[config.mk]
export PLATFORM = sky130hd
export DESIGN_NAME = ddr2i_seq
export DESIGN_NICKNAME = d
export VERILOG_FILES = /design/src/rtl/ddr2i_pkg.sv /design/src/rtl/ddr2i_step_rom.sv /design/src/rtl/ddr2i_gap_timer.sv /design/src/rtl/ddr2i_refresh_timer.sv /design/src/rtl/ddr2i_seq.sv
export SDC_FILE = /design/constraint.sdc
export NUM_CORES = 1
export LEC_CHECK = 0
export ABC_CLOCK_PERIOD_IN_PS = 2100
export BUFFER_PORTS_ARGS = -buffer_cell sky130_fd_sc_hd__buf_2
export CAP_MARGIN = 20
export CORE_AREA = 2 2 65 67
export CTS_CLUSTER_DIAMETER = 150
export DETAILED_ROUTE_END_ITERATION = 7
export DIE_AREA = 0 0 67 69
export PLACE_DENSITY_LB_ADDON = 0.25
export SYNTH_ARGS = -nofsm -noshare
export SYNTH_HDL_FRONTEND = slang
export SYNTH_SLANG_ARGS = --single-unit
[constraint.sdc]
create_clock -name clk -period 2.1 [get_ports clk]
set_input_delay 0.105 -clock clk [delete_from_list [all_inputs] [get_ports clk]]
set_output_delay 0.105 -clock clk [all_outputs]
set_load 0.005 [all_outputs]
[src/rtl/ddr2i_pkg.sv]
package ddr2i_pkg;
  localparam int ADDR_W    = 14;
  localparam int NUM_STEPS = 13;
  localparam int STEP_W    = 4;

  typedef enum logic [3:0] {
    CMD_MODE = 4'b0000,
    CMD_REF  = 4'b0001,
    CMD_PREA = 4'b0010,
    CMD_NOP  = 4'b0111
  } cmd_e;

  typedef enum logic [2:0] {
    W_PWR, W_PRE, W_MRD, W_DLL, W_RFC
  } wait_e;

  typedef struct packed {
    logic              cke;
    cmd_e              cmd;
    logic [1:0]        ba;
    logic [ADDR_W-1:0] addr;
    wait_e             wsel;
  } step_t;
endpackage

[src/rtl/ddr2i_step_rom.sv]
module ddr2i_step_rom
  import ddr2i_pkg::*;
#(
  parameter logic [2:0] BL_CODE = 3'b010,
  parameter logic [2:0] WR_CODE = 3'b001
) (
  input  logic [STEP_W-1:0] idx,
  output step_t             step
);
  localparam logic [2:0] CL_CODE = 3'b011;

  function automatic logic [ADDR_W-1:0] mode_word(input logic dll_rst);
    logic [ADDR_W-1:0] w;
    w        = '0;
    w[2:0]   = BL_CODE;
    w[6:4]   = CL_CODE;
    w[8]     = dll_rst;
    w[11:9]  = WR_CODE;
    return w;
  endfunction

  localparam logic [ADDR_W-1:0] PREA_ADDR = ADDR_W'(1) << 10;
  localparam logic [ADDR_W-1:0] OCD_DFLT  = ADDR_W'(7) << 7;

  always_comb begin
    step = '{cke: 1'b1, cmd: CMD_NOP, ba: 2'b00, addr: '0, wsel: W_MRD};
    unique case (idx)
      4'd0:  step = '{1'b0, CMD_NOP,  2'b00, '0,               W_PWR};
      4'd1:  step = '{1'b1, CMD_NOP,  2'b00, '0,               W_PRE};
      4'd2:  step = '{1'b1, CMD_PREA, 2'b00, PREA_ADDR,        W_PRE};
      4'd3:  step = '{1'b1, CMD_MODE, 2'b10, '0,               W_MRD};
      4'd4:  step = '{1'b1, CMD_MODE, 2'b11, '0,               W_MRD};
      4'd5:  step = '{1'b1, CMD_MODE, 2'b01, '0,               W_DLL};
      4'd6:  step = '{1'b1, CMD_MODE, 2'b00, mode_word(1'b1),  W_MRD};
      4'd7:  step = '{1'b1, CMD_PREA, 2'b00, PREA_ADDR,        W_PRE};
      4'd8:  step = '{1'b1, CMD_REF,  2'b00, '0,               W_RFC};
      4'd9:  step = '{1'b1, CMD_REF,  2'b00, '0,               W_RFC};
      4'd10: step = '{1'b1, CMD_MODE, 2'b00, mode_word(1'b0),  W_MRD};
      4'd11: step = '{1'b1, CMD_MODE, 2'b01, OCD_DFLT,         W_MRD};
      4'd12: step = '{1'b1, CMD_MODE, 2'b01, '0,               W_MRD};
      default: ;
    endcase
  end
endmodule

[src/rtl/ddr2i_gap_timer.sv]
module ddr2i_gap_timer #(
  parameter int CNT_W = 16
) (
  input  logic             clk,
  input  logic             rst_n,
  input  logic             load,
  input  logic [CNT_W-1:0] load_val,
  output logic             expired
);
  logic [CNT_W-1:0] cnt;

  always_ff @(posedge clk) begin
    if (!rst_n)          cnt <= '0;
    else if (load)       cnt <= load_val;
    else if (cnt != '0)  cnt <= cnt - 1'b1;
  end

  assign expired = (cnt == '0);
endmodule

[src/rtl/ddr2i_refresh_timer.sv]
module ddr2i_refresh_timer #(
  parameter int T_REFI = 781
) (
  input  logic clk,
  input  logic rst_n,
  input  logic run,
  output logic tick
);
  localparam int RW = $clog2(T_REFI + 1);
  localparam logic [RW-1:0] LAST = RW'(T_REFI - 1);
  logic [RW-1:0] cnt;

  always_ff @(posedge clk) begin
    if (!rst_n) begin
      cnt  <= '0;
      tick <= 1'b0;
    end else if (run) begin
      if (cnt == LAST) begin
        cnt  <= '0;
        tick <= 1'b1;
      end else begin
        cnt  <= cnt + 1'b1;
        tick <= 1'b0;
      end
    end else begin
      tick <= 1'b0;
    end
  end
endmodule

[src/rtl/ddr2i_seq.sv]
module ddr2i_seq
  import ddr2i_pkg::*;
#(
  parameter int         T_PWR   = 20000,
  parameter int         T_PRE   = 40,
  parameter int         T_MRD   = 2,
  parameter int         T_DLL   = 200,
  parameter int         T_RFC   = 14,
  parameter int         T_REFI  = 781,
  parameter logic [2:0] BL_CODE = 3'b010,
  parameter logic [2:0] WR_CODE = 3'b001
) (
  input  logic              clk,
  input  logic              rst_n,
  output logic              cke,
  output logic              cs_n,
  output logic              ras_n,
  output logic              cas_n,
  output logic              we_n,
  output logic [1:0]        ba,
  output logic [ADDR_W-1:0] addr,
  output logic              init_done,
  output logic              refresh_req
);
  localparam int M1    = (T_PWR > T_PRE) ? T_PWR : T_PRE;
  localparam int M2    = (T_DLL > T_RFC) ? T_DLL : T_RFC;
  localparam int M3    = (M1 > M2) ? M1 : M2;
  localparam int WMAX  = (M3 > T_MRD) ? M3 : T_MRD;
  localparam int CNT_W = $clog2(WMAX + 1);
  localparam logic [STEP_W-1:0] END_STEP = STEP_W'(NUM_STEPS);

  logic [STEP_W-1:0] step_idx;
  step_t             cur;
  logic              expired, fire;
  logic [CNT_W-1:0]  wait_val;
  cmd_e              cmd_q;

  ddr2i_step_rom #(.BL_CODE(BL_CODE), .WR_CODE(WR_CODE)) u_rom (
    .idx (step_idx),
    .step(cur)
  );

  always_comb begin
    unique case (cur.wsel)
      W_PWR:   wait_val = CNT_W'(T_PWR - 1);
      W_PRE:   wait_val = CNT_W'(T_PRE - 1);
      W_DLL:   wait_val = CNT_W'(T_DLL - 1);
      W_RFC:   wait_val = CNT_W'(T_RFC - 1);
      default: wait_val = CNT_W'(T_MRD - 1);
    endcase
  end

  assign fire = expired && (step_idx != END_STEP);

  ddr2i_gap_timer #(.CNT_W(CNT_W)) u_gap (
    .clk     (clk),
    .rst_n   (rst_n),
    .load    (fire),
    .load_val(wait_val),
    .expired (expired)
  );

  always_ff @(posedge clk) begin
    if (!rst_n) begin
      step_idx  <= '0;
      cke       <= 1'b0;
      cmd_q     <= CMD_NOP;
      ba        <= '0;
      addr      <= '0;
      init_done <= 1'b0;
    end else begin
      if (fire) begin
        step_idx <= step_idx + 1'b1;
        cke      <= cur.cke;
        cmd_q    <= cur.cmd;
        ba       <= cur.ba;
        addr     <= cur.addr;
      end else begin
        cmd_q <= CMD_NOP;
        ba    <= '0;
        addr  <= '0;
      end
      if (step_idx == END_STEP && expired) init_done <= 1'b1;
    end
  end

  assign {cs_n, ras_n, cas_n, we_n} = cmd_q;

  ddr2i_refresh_timer #(.T_REFI(T_REFI)) u_refi (
    .clk  (clk),
    .rst_n(rst_n),
    .run  (init_done),
    .tick (refresh_req)
  );
endmodule

* Yosys cells after proc, flatten, opt, wreduce, memory -nomap -nowiden
Index checks and enable logic that the tools add are counted.
Storage, ports and cells: register bits 52, input bits 2, logic and storage cells 47
Operators by class: $add $sub $neg 3, eq/ne operators 18, muxes and demuxes 6, reductions and logical operators 11
Operators by type and width (count):
- one-hot mux 24 bit (11 select lines) | 1
- one-hot mux 15 bit (4 select lines) | 1
- two-way mux 15 bit | 2
- equality test 4 bit (second input constant) | 6
- equality test 4 x 3 -> 1 bit (second input constant) | 4
- zero test 15 bit | 1
- nonzero test 15 bit | 1
- subtractor 15 x 1 -> 15 bit (second input constant) | 1
- adder 10 x 1 -> 10 bit (second input constant) | 1
- equality test 10 bit (second input constant) | 1
- two-way mux 10 bit | 1
- equality test 4 x 2 -> 1 bit (second input constant) | 2
- adder 4 x 1 -> 4 bit (second input constant) | 1
- equality test 4 x 1 -> 1 bit (second input constant) | 1
- zero test 4 bit | 1
- != test 4 bit (second input constant) | 1
- AND reduction 2 bit | 2
- OR reduction 2 bit | 2
- equality test 3 x 1 -> 1 bit (second input constant) | 1
- equality test 3 x 2 -> 1 bit (second input constant) | 1
- equality test 3 bit (second input constant) | 1
- zero test 3 bit | 1
- logical AND 1 bit | 2
- nonzero test 2 bit | 1
- two-way mux 1 bit | 1

* Longest topological paths before layout
Gate-level depths: netlist (run 1).
depth in word-level cells 6, mapped depth 7, depth with buffers taken out 6

* Cells and area by module
Synthesis (run 1) repeated with hierarchy kept, for this count alone.
Second synthesis, totals: cell total of the unflattened synthesis 291, area, all modules 2588.7 um2
Modules (own cells, without submodules):
- ddr2i_seq | times used 1, cells an instance 84, area each 894.6 um2, sequential area each 520.5 um2
- ddr2i_gap_timer | times used 1, cells an instance 101, area each 853.3 um2, sequential area each 300.3 um2
- ddr2i_refresh_timer | times used 1, cells an instance 56, area each 505.5 um2, sequential area each 220.2 um2
- ddr2i_step_rom | times used 1, cells an instance 50, area each 335.3 um2, sequential area each 0.0 um2

* Worst setup path after synthesis (run 1)
OpenSTA, ideal clock, no wires.
path type flip-flop to flip-flop, start point register u_gap.cnt[6], end point register u_gap.cnt[13], library setup time 0.072 ns, data arrival time 1.745 ns, data required time 2.028 ns, path slack 0.283 ns, stages on the path, launching flop included 5, path buffers 0, path through dfxtp_1 > or4_4 > or4_4 > nor4_4 > mux2i_1
On the way: word-level cells in the longest chain between the ends 3, elaborated cells on any way between the ends 7, those cells by class add/sub (1); mux (2); reduce/logical (4)
RTL lines:
- start, declared | line ddr2i_gap_timer.sv:10 | logic [CNT_W-1:0] cnt;
- start signal, assigned | line ddr2i_gap_timer.sv:14 | else if (load) cnt <= load_val;
- start signal, assigned | line ddr2i_gap_timer.sv:15 | else if (cnt != '0) cnt <= cnt - 1'b1;
- subtractor 15 x 1 -> 15 bit / zero test 15 bit (equally long branches) | line ddr2i_gap_timer.sv:15, ddr2i_gap_timer.sv:18
- two-way mux 15 bit / logical AND 1 bit (equally long branches) | line ddr2i_gap_timer.sv:15, ddr2i_seq.sv:53
- two-way mux 15 bit / nonzero test 2 bit (equally long branches)
Several ways; a longest one is shown, not always the timed one. The select of a mux whose other input is x is not followed. A chain may end at the register's enable or synchronous reset.

* Worst setup path in the final report (run 1)
start point register u_gap.cnt[0], end point register u_gap.cnt[6]
The elaborated chain is that of the path after synthesis.

==> results.sh, run 1 <==
export IMPL_status="complete, no violations"
export IMPL_worstHoldStart="rst_n"
export IMPL_die_x_um=67
export IMPL_fin_tns_setup_ns=0
export IMPL_synth_top_area_cell="dfxtp_1"
export IMPL_ctsResizeCount=0
export IMPL_power_density_nw_per_um2=1183
export IMPL_synthAdderAreaFrac_pct=3.930
export IMPL_rr_worst_depth=7
export IMPL_cts_sinks=42
export IMPL_diodes=0
export IMPL_hp_class="in -> reg"
export IMPL_final_hold_viol_count=0
export IMPL_drc=0
export IMPL_ys_top_cells_by_area="dfxtp_1 (38%), nor2_1 (4.0%), ha_1 (3.9%), a21oi_1 (3.6%), o21ai_0 (3.6%)"
export IMPL_ioPinCount=25
export IMPL_final_cell_mix="dfxtp_1 (42), nor2_1 (24), buf_4 (22)"
export IMPL_maxSlewViolCount=0
export IMPL_avgRoutedWirePerCell_um=14.35
export IMPL_cts_made_buffers=5
export IMPL_endpoint_kind="register"
export IMPL_r2r_start="u_gap.cnt[0]$_SDFFE_PN0P_"
export IMPL_ir_drop_mv=0.5413
export IMPL_syn_area_per_cell_um2=8.637
export IMPL_netlist_area_um2=2228
export IMPL_clkTransAtPathRegs_ns=0.08
export IMPL_fp_coreArea_um2=3914
export IMPL_instances_no_fill=337
export IMPL_finClkSkew_ns=0.008589
export IMPL_crit_path_max_incr_delay_ns=0.44
export IMPL_clock_latency_ns=0.30
export IMPL_post_drt_via_cell_ratio=5.801
export IMPL_seq_area_frac_synth_pct=37.73
export IMPL_fin_crit_ns=1.993
export IMPL_place_ws_ns=0.1174
export IMPL_dp_hpwl_um=3449
export IMPL_sw_frac_of_total_pct=36.54
export IMPL_grtUsageTotal_pct=22.28
export IMPL_nNetsFinal=296
export IMPL_crit_chain="inv_1 -> ha_1 -> nor3b_2 -> buf_4 -> and4_2 -> or3_2 -> a31oi_1"
export IMPL_p_int_uw=1906
export IMPL_synth_seq_cells=42
export IMPL_seqPwrFrac_pct=35.3
export IMPL_synth_top_family_by_area="simple AND/OR/NAND/NOR gates"
export IMPL_pwr_share_clk_pct=21.8
export IMPL_rsz0062_at_grt="false"
export IMPL_place_gp_congestion=0.9343
export IMPL_p_leak_uw=0.001002
export IMPL_grt_pass1_vias=1757
export IMPL_grt_pass1_wl_um=8024
export IMPL_synthDistinctLibCells=54
export IMPL_synth_xor_xnor_area_share_pct=5.503
export IMPL_rows=23
export IMPL_syn_to_final_growth_pct=13.87
export IMPL_p_sw_uw=1097
export IMPL_cp_top_family="simple AND/OR/NAND/NOR gates"
export IMPL_synth_top_cell_area_share_pct=37.73
export IMPL_cp_start_kind="register"
export IMPL_route_vias_total=1955
export IMPL_worst_slack_ns=0.1067
export IMPL_placement_io_buffers=16
export IMPL_yosysWarnings=0
export IMPL_fp_dieH_um=69
export IMPL_mostFrequentLayoutCell="dfxtp_1"
export IMPL_arrival_ns=2.21
export IMPL_clock_path_buffers=2
export IMPL_routed_wl_um=4837
export IMPL_fillers=353
export IMPL_maxCapViolations=0
export IMPL_synth_mux_area_share_pct=2.302
export IMPL_crit_required_ns=2.32
export IMPL_synthSimpleGateAreaFrac_pct=26.50
export IMPL_dr_pass1_iters=5
export IMPL_h_tree_depth=2
export IMPL_cp_slowest_cell="or3_2"
export IMPL_max_freq_ghz=0.5017
export IMPL_antenna_found_initial=0
export IMPL_fp_dieArea_um2=4623
export IMPL_regToRegSetupSlack_ns=0.11
export IMPL_layout_drive_gt1_share_pct=20.56
export IMPL_holdPathStages=4
export IMPL_finalCritPeriodShare_pct=94.92
export IMPL_synthCells=258
export IMPL_synth_compound_area_share_pct=16.11
export IMPL_setup_violations=0
export IMPL_root_buffer="clkbuf_8"
export IMPL_r2r_end="u_gap.cnt[6]$_SDFFE_PN0P_"
export IMPL_crit_buf_inv=2
export IMPL_antenna_left=0
export IMPL_place_inst=330
export IMPL_start_util_pct=56.94
export IMPL_grt_start_max_net_pins=17
export IMPL_pwr_share_comb_pct=42.9
export IMPL_crit_type="reg -> reg"
export IMPL_cts_tree="done"
export IMPL_cts_hold_buf=0
export IMPL_post_cts_setup_buffers=0
export IMPL_drt_iter0_drc=153
export IMPL_hold_path_end="cmd_q[2]$_SDFF_PN1_"
export IMPL_cp_max_fo=14
export IMPL_grt_overflow=0
==> power by group through the flow <==
stage / Sequential, uW / Combinational [uW] / Clock [uW]
6_report: 1060 / 1290 / 656
3_5_place_dp: 1070 / 1250 / 0
5_1_grt: 1080 / 1420 / 706
4_1_cts: 1060 / 1270 / 668
2_1_floorplan: 1050 / 912 / 0
3_3_place_gp: 1070 / 1240 / 0
==> Yosys cell counts, drive strengths merged <==
library cell,n
a2111oi,1
a211o,1
a211oi,2
a21boi,1
a21o,2
a21oi,17
a311oi,1
a31oi,1
and3,6
and4,1
buf,13
clkbuf,10
conb,1
dfxtp,42
ha,7
inv,8
mux2,1
mux2i,4
nand2,14
nand2b,1
nand3,10
nand4,6
nand4b,4
nor2,24
nor2b,4
nor3,10
nor3b,3
nor4,5
o2111a,1
o211a,1
o21a,5
o21ai,16
o21bai,2
o311ai,1
o31a,1
o31ai,2
o41ai,1
or2,1
or3,8
or4,5
xnor2,8
xor2,6
==> registers in the layout, summed over array words and instances (netlist names) <==
register,count
ba,2
addr,5
cke,1
u_refi.cnt,10
step_idx,4
u_refi.tick,1
cmd_q,3
init_done,1
u_gap.cnt,15
==> cell families (layout without fill, tap and decap cells) <==
logic type               after synthesis  count (layout)
AND/OR/NAND/NOR                      102             102
AO/OA/AOI/OAI                         56              56
flip-flops                            42              42
buffers and inverters                 31              53
XOR/XNOR                              14              14
adder cells (fa/ha/maj)                7               7
multiplexers                           5               5
other                                  1               8
==> metal layers <==
layer  share of wire, %  up-vias  track usage (%)  wire (um)
met5                  0        -                0          0
met4                1.5        0            8.617         73
met3                6.0        8            5.220        291
met2                 50       66            35.75       2414
met1                 43      919            28.45       2058
li1                   -      962                -          -
==> worst max-delay path by stage <==
stage	from	to	slack (ns)	depth (start not counted)
2_1_floorplan	u_gap.cnt[6]$_SDFFE_PN0P_	u_gap.cnt[13]$_SDFFE_PN0P_	0.28	4
3_3_place_gp	step_idx[1]$_SDFFE_PN0P_	u_gap.cnt[14]$_SDFFE_PN0P_	0.19	6
6_report	u_gap.cnt[0]$_SDFFE_PN0P_	u_gap.cnt[6]$_SDFFE_PN0P_	0.11	7
5_1_grt	u_gap.cnt[0]$_SDFFE_PN0P_	addr[10]$_SDFF_PN0_	0.02	7
3_5_place_dp	u_gap.cnt[0]$_SDFFE_PN0P_	step_idx[3]$_SDFFE_PN0P_	0.12	7
4_1_cts	u_gap.cnt[0]$_SDFFE_PN0P_	step_idx[3]$_SDFFE_PN0P_	0.09	7
==> per-stage QoR <==
stage,area [um2],util (%),hold WS (ns),power [uW]
floorplan,2255,-,0.3229,1964
global placement,2420,61.83,0.4604,2307
detailed placement,2420,61.83,0.4692,2326
CTS,2532,64.71,0.1774,2996
global route,2537,64.83,0.2061,3207
finish,2537,64.83,0.1791,3003
==> area by class of cell <==
| class | count | area, um2 | area share, % |
|---|---|---|---|
| Sequential cell | 42 | 840.8 | 33.14 |
| Clock inverter | 1 | 30.03 | 1.183 |
| Inverter | 8 | 30.03 | 1.183 |
| Multi-Input combinational cell | 192 | 1246 | 49.11 |
| Tap cell | 50 | 62.56 | 2.465 |
| Timing Repair Buffer | 38 | 245.2 | 9.665 |
| Clock buffer | 6 | 82.58 | 3.254 |
==> worst reg2reg max path, delay by kind of cell, from the launching register on <==
| family | cells | cell delay [ns] |
|---|---|---|
| flip-flops | 1 | 0.35 |
| AO/OA/AOI/OAI | 1 | 0.14 |
| adder cells (fa/ha/maj) | 1 | 0.23 |
| AND/OR/NAND/NOR | 3 | 0.97 |
| buffers and inverters | 2 | 0.23 |
Note: power is estimated with default switching activity, not from simulation.
==> run 2, diff against run 1 <==
- CELL_PAD_IN_SITES_DETAIL_PLACEMENT: not set -> 0
- CELL_PAD_IN_SITES_GLOBAL_PLACEMENT: not set -> 1
- CORE_AREA: 2 2 65 67 -> 2 2 75 77
- DIE_AREA: 0 0 67 69 -> 0 0 77 79
==> run 2 against run 1 <==
Compared with the run above: wire length decreased by 2.7%; via count decreased by 4.5%; worst setup slack improved by 0.082 ns; clock power decreased by 1%; register-to-register slack improved by 0.08 ns; total power decreased by 1.8%; fmax increased by 4.3%; utilization decreased by 17 points; design area increased by 0.30%; clock skew decreased by 0.0047 ns; cell count increased by 5.9%.
==> results.sh, run 2 (same netlist as run 1, synthesis figures left out) <==
export IMPL_avgRoutedWirePerCell_um=13.18
export IMPL_grt_pass1_wl_um=7976
export IMPL_dp_hpwl_um=3452
export IMPL_post_cts_setup_buffers=0
export IMPL_drt_iter0_drc=121
export IMPL_antenna_left=0
export IMPL_cp_common_cell="or4_4"
export IMPL_place_gp_congestion=0.8409
export IMPL_clock_path_buffers=2
export IMPL_hp_class="in -> reg"
export IMPL_route_vias_total=1868
export IMPL_grt_pass1_vias=1681
export IMPL_largest_register="u_gap.cnt"
export IMPL_fp_dieArea_um2=6083
export IMPL_fin_tns_setup_ns=0
export IMPL_final_cell_mix="dfxtp_1 (42), nor2_1 (24), buf_4 (20)"
export IMPL_power_density_nw_per_um2=1159
export IMPL_clkTransAtPathRegs_ns=0.07
export IMPL_antenna_found_initial=0
export IMPL_rsz0062_at_grt="false"
export IMPL_crit_required_ns=2.32
export IMPL_fin_crit_ns=1.911
export IMPL_largest_register_ffs=15
export IMPL_cts_hold_buf=0
export IMPL_finClkSkew_ns=0.003875
export IMPL_finalCritPeriodShare_pct=91.01
export IMPL_grt_start_max_net_pins=15
export IMPL_post_drt_via_cell_ratio=5.232
export IMPL_routed_wl_um=4705
export IMPL_h_tree_depth=2
export IMPL_cp_top_family="simple AND/OR/NAND/NOR gates"
export IMPL_root_buffer="clkbuf_8"
export IMPL_cts_sinks=42
export IMPL_diodes=0
export IMPL_regArea_um2=840.8
export IMPL_top_regs="u_gap.cnt (15), u_refi.cnt (10), addr (5)"
export IMPL_mostFrequentLayoutCell="dfxtp_1"
export IMPL_placement_io_buffers=16
export IMPL_p_leak_uw=0.0009865
export IMPL_die_x_um=77
export IMPL_nNetsFinal=294
export IMPL_maxSlewViolCount=0
export IMPL_final_hold_viol_count=0
export IMPL_status="complete, no violations"
export IMPL_drc=0
export IMPL_layout_drive_gt1_share_pct=19.65
export IMPL_fillers=544
export IMPL_endpoint_kind="register"
export IMPL_fp_dieH_um=79
export IMPL_cts_tree="done"
export IMPL_clock_latency_ns=0.29
export IMPL_power_total_uw=2950
export IMPL_maxCapViolations=0
export IMPL_max_freq_ghz=0.5232
export IMPL_grtUsageTotal_pct=16.54
export IMPL_syn_to_final_growth_pct=14.21
export IMPL_crit_buf_inv=0
export IMPL_rows=27
export IMPL_grt_overflow=0
export IMPL_cp_slowest_cell="or4_4"
export IMPL_ioPinCount=25
export IMPL_ir_drop_mv=0.3933
export IMPL_multi_input_area_um2=1241
export IMPL_crit_chain="or4_4 -> or4_4 -> nor4_4 -> mux2i_1"
export IMPL_arrival_ns=2.13
export IMPL_cts_made_buffers=5
export IMPL_ctsResizeCount=0
export IMPL_fp_coreArea_um2=5338
export IMPL_setup_violations=0
export IMPL_crit_path_max_incr_delay_ns=0.56
export IMPL_dr_pass1_iters=4
export IMPL_start_util_pct=41.75
export IMPL_crit_type="reg -> reg"
export IMPL_cp_start_kind="register"
export IMPL_cp_max_fo=7
[run 2: routing by layer]
layer | global-route usage (%) | up-vias | part of all wire (%)
li1 | - | 961 | -
met1 | 20.65 | 864 | 48
met2 | 28.42 | 37 | 47
met3 | 3.409 | 6 | 3.3
met4 | 5.893 | 0 | 1.5
met5 | 0 | - | 0
[run 2: path summary, 6_finish.rpt]
check / start / to / slack, ns / depth (start not counted)
setup / recovery: u_gap.cnt[6]$_SDFFE_PN0P_ / u_gap.cnt[13]$_SDFFE_PN0P_ / 0.19 / 4
hold reg to reg: cke$_SDFFE_PN0P_ / cke$_SDFFE_PN0P_ / 0.48 / 2
hold / removal: rst_n / u_gap.cnt[10]$_SDFFE_PN0P_ / 0.25 / 3
setup reg to reg: u_gap.cnt[6]$_SDFFE_PN0P_ / u_gap.cnt[13]$_SDFFE_PN0P_ / 0.19 / 4
[run 2: layout make-up]
class,count,share of cell area [%]
clock buffers,6,3.245
multi-input cells,192,48.77
clock inverters,1,1.180
inverters,8,1.180
flip-flops and latches,42,33.04
repair buffers,36,9.046
well taps,72,3.540
[run 2: power breakdown]
group / internal, uW / switching [uW]
clock: 380 / 268
combinational: 583 / 649
sequential: 924 / 146
total: 1890 / 1060
[run 2: tightest hold or removal path, stage by stage]
cell,delay [ns]
buf_2,0.10
buf_4,0.18
o21a_1,0.11
[run 2: stage by stage]
stage                     util, %  setup WS (ns)  instance area, um2  std cells  hold slack (ns)
after detailed placement    45.57         0.2115                2432        350           0.4756
after CTS                   47.68         0.1946                2545        357           0.2434
after floorplan                 -         0.2830                2255        265           0.3229
final                       47.68         0.1888                2545        357           0.2532
after global routing        47.68        0.02463                2545        357           0.2466
after global placement      45.57         0.2482                2432        350           0.4621
==> run 3, diff against run 2 <==
- ABC_CLOCK_PERIOD_IN_PS: 2100 -> 1870
- CORE_AREA: 2 2 75 77 -> 2 2 79 81
- DIE_AREA: 0 0 77 79 -> 0 0 81 83
- SYNTH_HIERARCHICAL: not set -> 1
- clock period: 2.1 -> 1.87 ns (I/O delays scaled with it)
==> run 3 against run 2 <==
Compared with the run above: sequential share of layout area down 0.64 points; wire length rose by 10%; count of clock-buffer cells in the layout decreased by 1; fmax increased by 2.8%; hold slack got worse by 0.014 ns; design area increased by 27%; first-iteration DRC count down 45%; cell count rose by 21%; non-clock buffer count increased by 34; critical path type unchanged; highest routed layer unchanged.
==> results.sh, run 3 <==
export IMPL_maxSlewViolCount=0
export IMPL_fin_tns_setup_ns=0
export IMPL_fp_dieArea_um2=6723
export IMPL_post_drt_via_cell_ratio=4.865
export IMPL_ys_top_cells_by_area="dfxtp_1 (40%), xnor2_1 (4.7%), and2_1 (4.6%), nand2_1 (4.3%), buf_4 (4.1%)"
export IMPL_grt_start_max_net_pins=19
export IMPL_layout_drive_gt1_share_pct=33.43
export IMPL_root_buffer="clkbuf_8"
export IMPL_synth_edff_count=0
export IMPL_syn_to_final_growth_pct=24.55
export IMPL_final_cell_mix="dfxtp_1 (49), buf_4 (46), nor2_1 (26)"
export IMPL_grt_pass1_vias=1877
export IMPL_synth_top_area_cell="dfxtp_1"
export IMPL_syn_area_per_cell_um2=8.896
export IMPL_fp_coreArea_um2=5816
export IMPL_clock_latency_ns=0.30
export IMPL_max_freq_ghz=0.5376
export IMPL_crit_type="reg -> reg"
export IMPL_synth_top_cell_area_share_pct=40.21
export IMPL_largest_register_ffs=15
export IMPL_clkTransAtPathRegs_ns=0.09
export IMPL_synthDistinctLibCells=58
export IMPL_drc=0
export IMPL_antenna_left=0
export IMPL_dp_hpwl_um=3541
export IMPL_rsz0062_at_grt="true"
export IMPL_place_area_um2=2978
export IMPL_synth_seq_cells=52
export IMPL_grt_overflow=0
export IMPL_cp_start_kind="register"
export IMPL_grtUsageTotal_pct=16.11
export IMPL_ir_drop_mv=0.6237
export IMPL_avgRoutedWirePerCell_um=12.02
export IMPL_status="complete, no violations"
export IMPL_rows=28
export IMPL_hp_class="in -> reg"
export IMPL_yosysMostFrequentCell="dfxtp_1"
export IMPL_synth_common_cells="dfxtp_1 (52), nand2_1 (30), nor2_1 (26), and2_1 (19)"
export IMPL_routed_wl_um=5182
export IMPL_regToRegSetupSlack_ns=0.01
export IMPL_start_util_pct=44.51
export IMPL_ioPinCount=25
export IMPL_p_leak_uw=0.001356
export IMPL_nNetsFinal=364
export IMPL_fin_crit_ns=1.860
export IMPL_route_vias_total=2097
export IMPL_final_hold_viol_count=0
export IMPL_largest_register="u_gap/cnt"
export IMPL_fp_dieH_um=83
export IMPL_maxCapViolations=0
export IMPL_power_total_uw=4161
export IMPL_clock_path_buffers=2
export IMPL_setup_violations=0
export IMPL_netlist_area_um2=2589
export IMPL_finClkSkew_ns=0.006894
export IMPL_cts_sinks=52
export IMPL_endpoint_kind="register"
export IMPL_drt_iter0_drc=67
export IMPL_synthArstFlopShare_pct=0
export IMPL_finalCritPeriodShare_pct=99.47
export IMPL_grt_pass1_wl_um=8673
export IMPL_antenna_found_initial=0
export IMPL_place_gp_congestion=0.8018
export IMPL_placement_io_buffers=24
export IMPL_die_x_um=81
export IMPL_cts_tree="done"
export IMPL_synthCells=291
export IMPL_top_regs="u_gap/cnt (15), addr (14), u_refi/cnt (10)"
export IMPL_final_area_um2=3224
export IMPL_cts_made_buffers=5
export IMPL_crit_required_ns=2.06
export IMPL_arrival_ns=2.05
export IMPL_ys_flop_type="dfxtp_1"
export IMPL_mostFrequentLayoutCell="dfxtp_1"
export IMPL_cp_max_fo=6
export IMPL_seq_area_frac_synth_pct=40.21
export IMPL_h_tree_depth=2
export IMPL_dr_pass1_iters=4
export IMPL_power_density_nw_per_um2=1290
export IMPL_diodes=0
export IMPL_yosysWarnings=6
## run 3: cell count changes after synthesis, moves of 5 or more
cell and change:
a21oi_1 -9, nand2_1 +16, o21ai_0 -6, clkbuf_1 -7
and2_1 +19, or3_1 -5, xnor2_1 +6, dfxtp_1 +10
## run 3: critical path: stages, from the launching register on
cell      delay, ns
dfxtp_2        0.33
inv_2          0.07
ha_4           0.14
or4b_4         0.47
nor4_4         0.17
buf_4          0.19
nand4_1        0.11
nor3_1         0.21
a211oi_1       0.06
## run 3: final timing paths
path	startpoint	endpoint	cells past startpoint
worst min-delay path	rst_n	cke$_SDFFE_PN0P_	3
worst max register to register	u_gap/cnt[0]$_SDFFE_PN0P_	step_idx[3]$_SDFFE_PN0P_	8
worst max-delay path	u_gap/cnt[0]$_SDFFE_PN0P_	step_idx[3]$_SDFFE_PN0P_	8
worst min register to register	cke$_SDFFE_PN0P_	cke$_SDFFE_PN0P_	2
## run 3: kinds of logic after synthesis
kind of cell             synth area share [%]
buffers and inverters                   8.361
multiplexers                            1.595
flip-flops                              40.21
other                                  0.4350
AO/OA/AOI/OAI                           8.749
adder cells (fa/ha/maj)                 2.417
XOR/XNOR                                7.443
AND/OR/NAND/NOR                         30.79
## run 3: layout make-up
cell class,count,area (um2)
Clock buffer,5,68.82
Clock inverter,1,30.03
Fill cell,557,2591
Inverter,10,40.04
Multi-Input combinational cell,218,1481
Sequential cell,52,1045
Tap cell,75,93.84
Timing Repair Buffer,70,465.4
## run 3: where the power goes
group | total (uW) | internal, uW | switching, uW
registers | 1350 | 1260 | 87.7
logic | 2080 | 1030 | 1060
clock network | 725 | 384 | 341
total | 4160 | 2670 | 1490
## run 3: layer usage
metal | part of all wire, % | vias to the layer above | track usage [%] | routed length (um)
met5 | 0 | - | 0 | 0
met4 | 1.5 | 0 | 5.855 | 78
met3 | 3.6 | 7 | 3.587 | 188
met2 | 45 | 31 | 24.64 | 2356
met1 | 49 | 949 | 22.03 | 2559
li1 | - | 1110 | - | -
## run 3: stage by stage
| step | worst slack (ns) | util (%) | instances | hold WS, ns |
|---|---|---|---|---|
| finish | 0.009949 | 55.44 | 431 | 0.2390 |
| global placement | -0.09703 | 51.20 | 415 | 0.4471 |
| detailed placement | -0.1643 | 51.20 | 415 | 0.4450 |
| global route | -0.09247 | 55.44 | 431 | 0.2490 |
| floorplan | -0.2950 | - | 300 | 0.2297 |
| CTS | -0.002110 | 53.96 | 425 | 0.1961 |
## run 3: timing repair
action,4_1_cts,5_1_grt
endpoints found under the setup margin,30,33
setup buffers,3,4
hold buffers,0,0
cloned,1,2
gates resized for setup,10,20
pin swaps,5,5
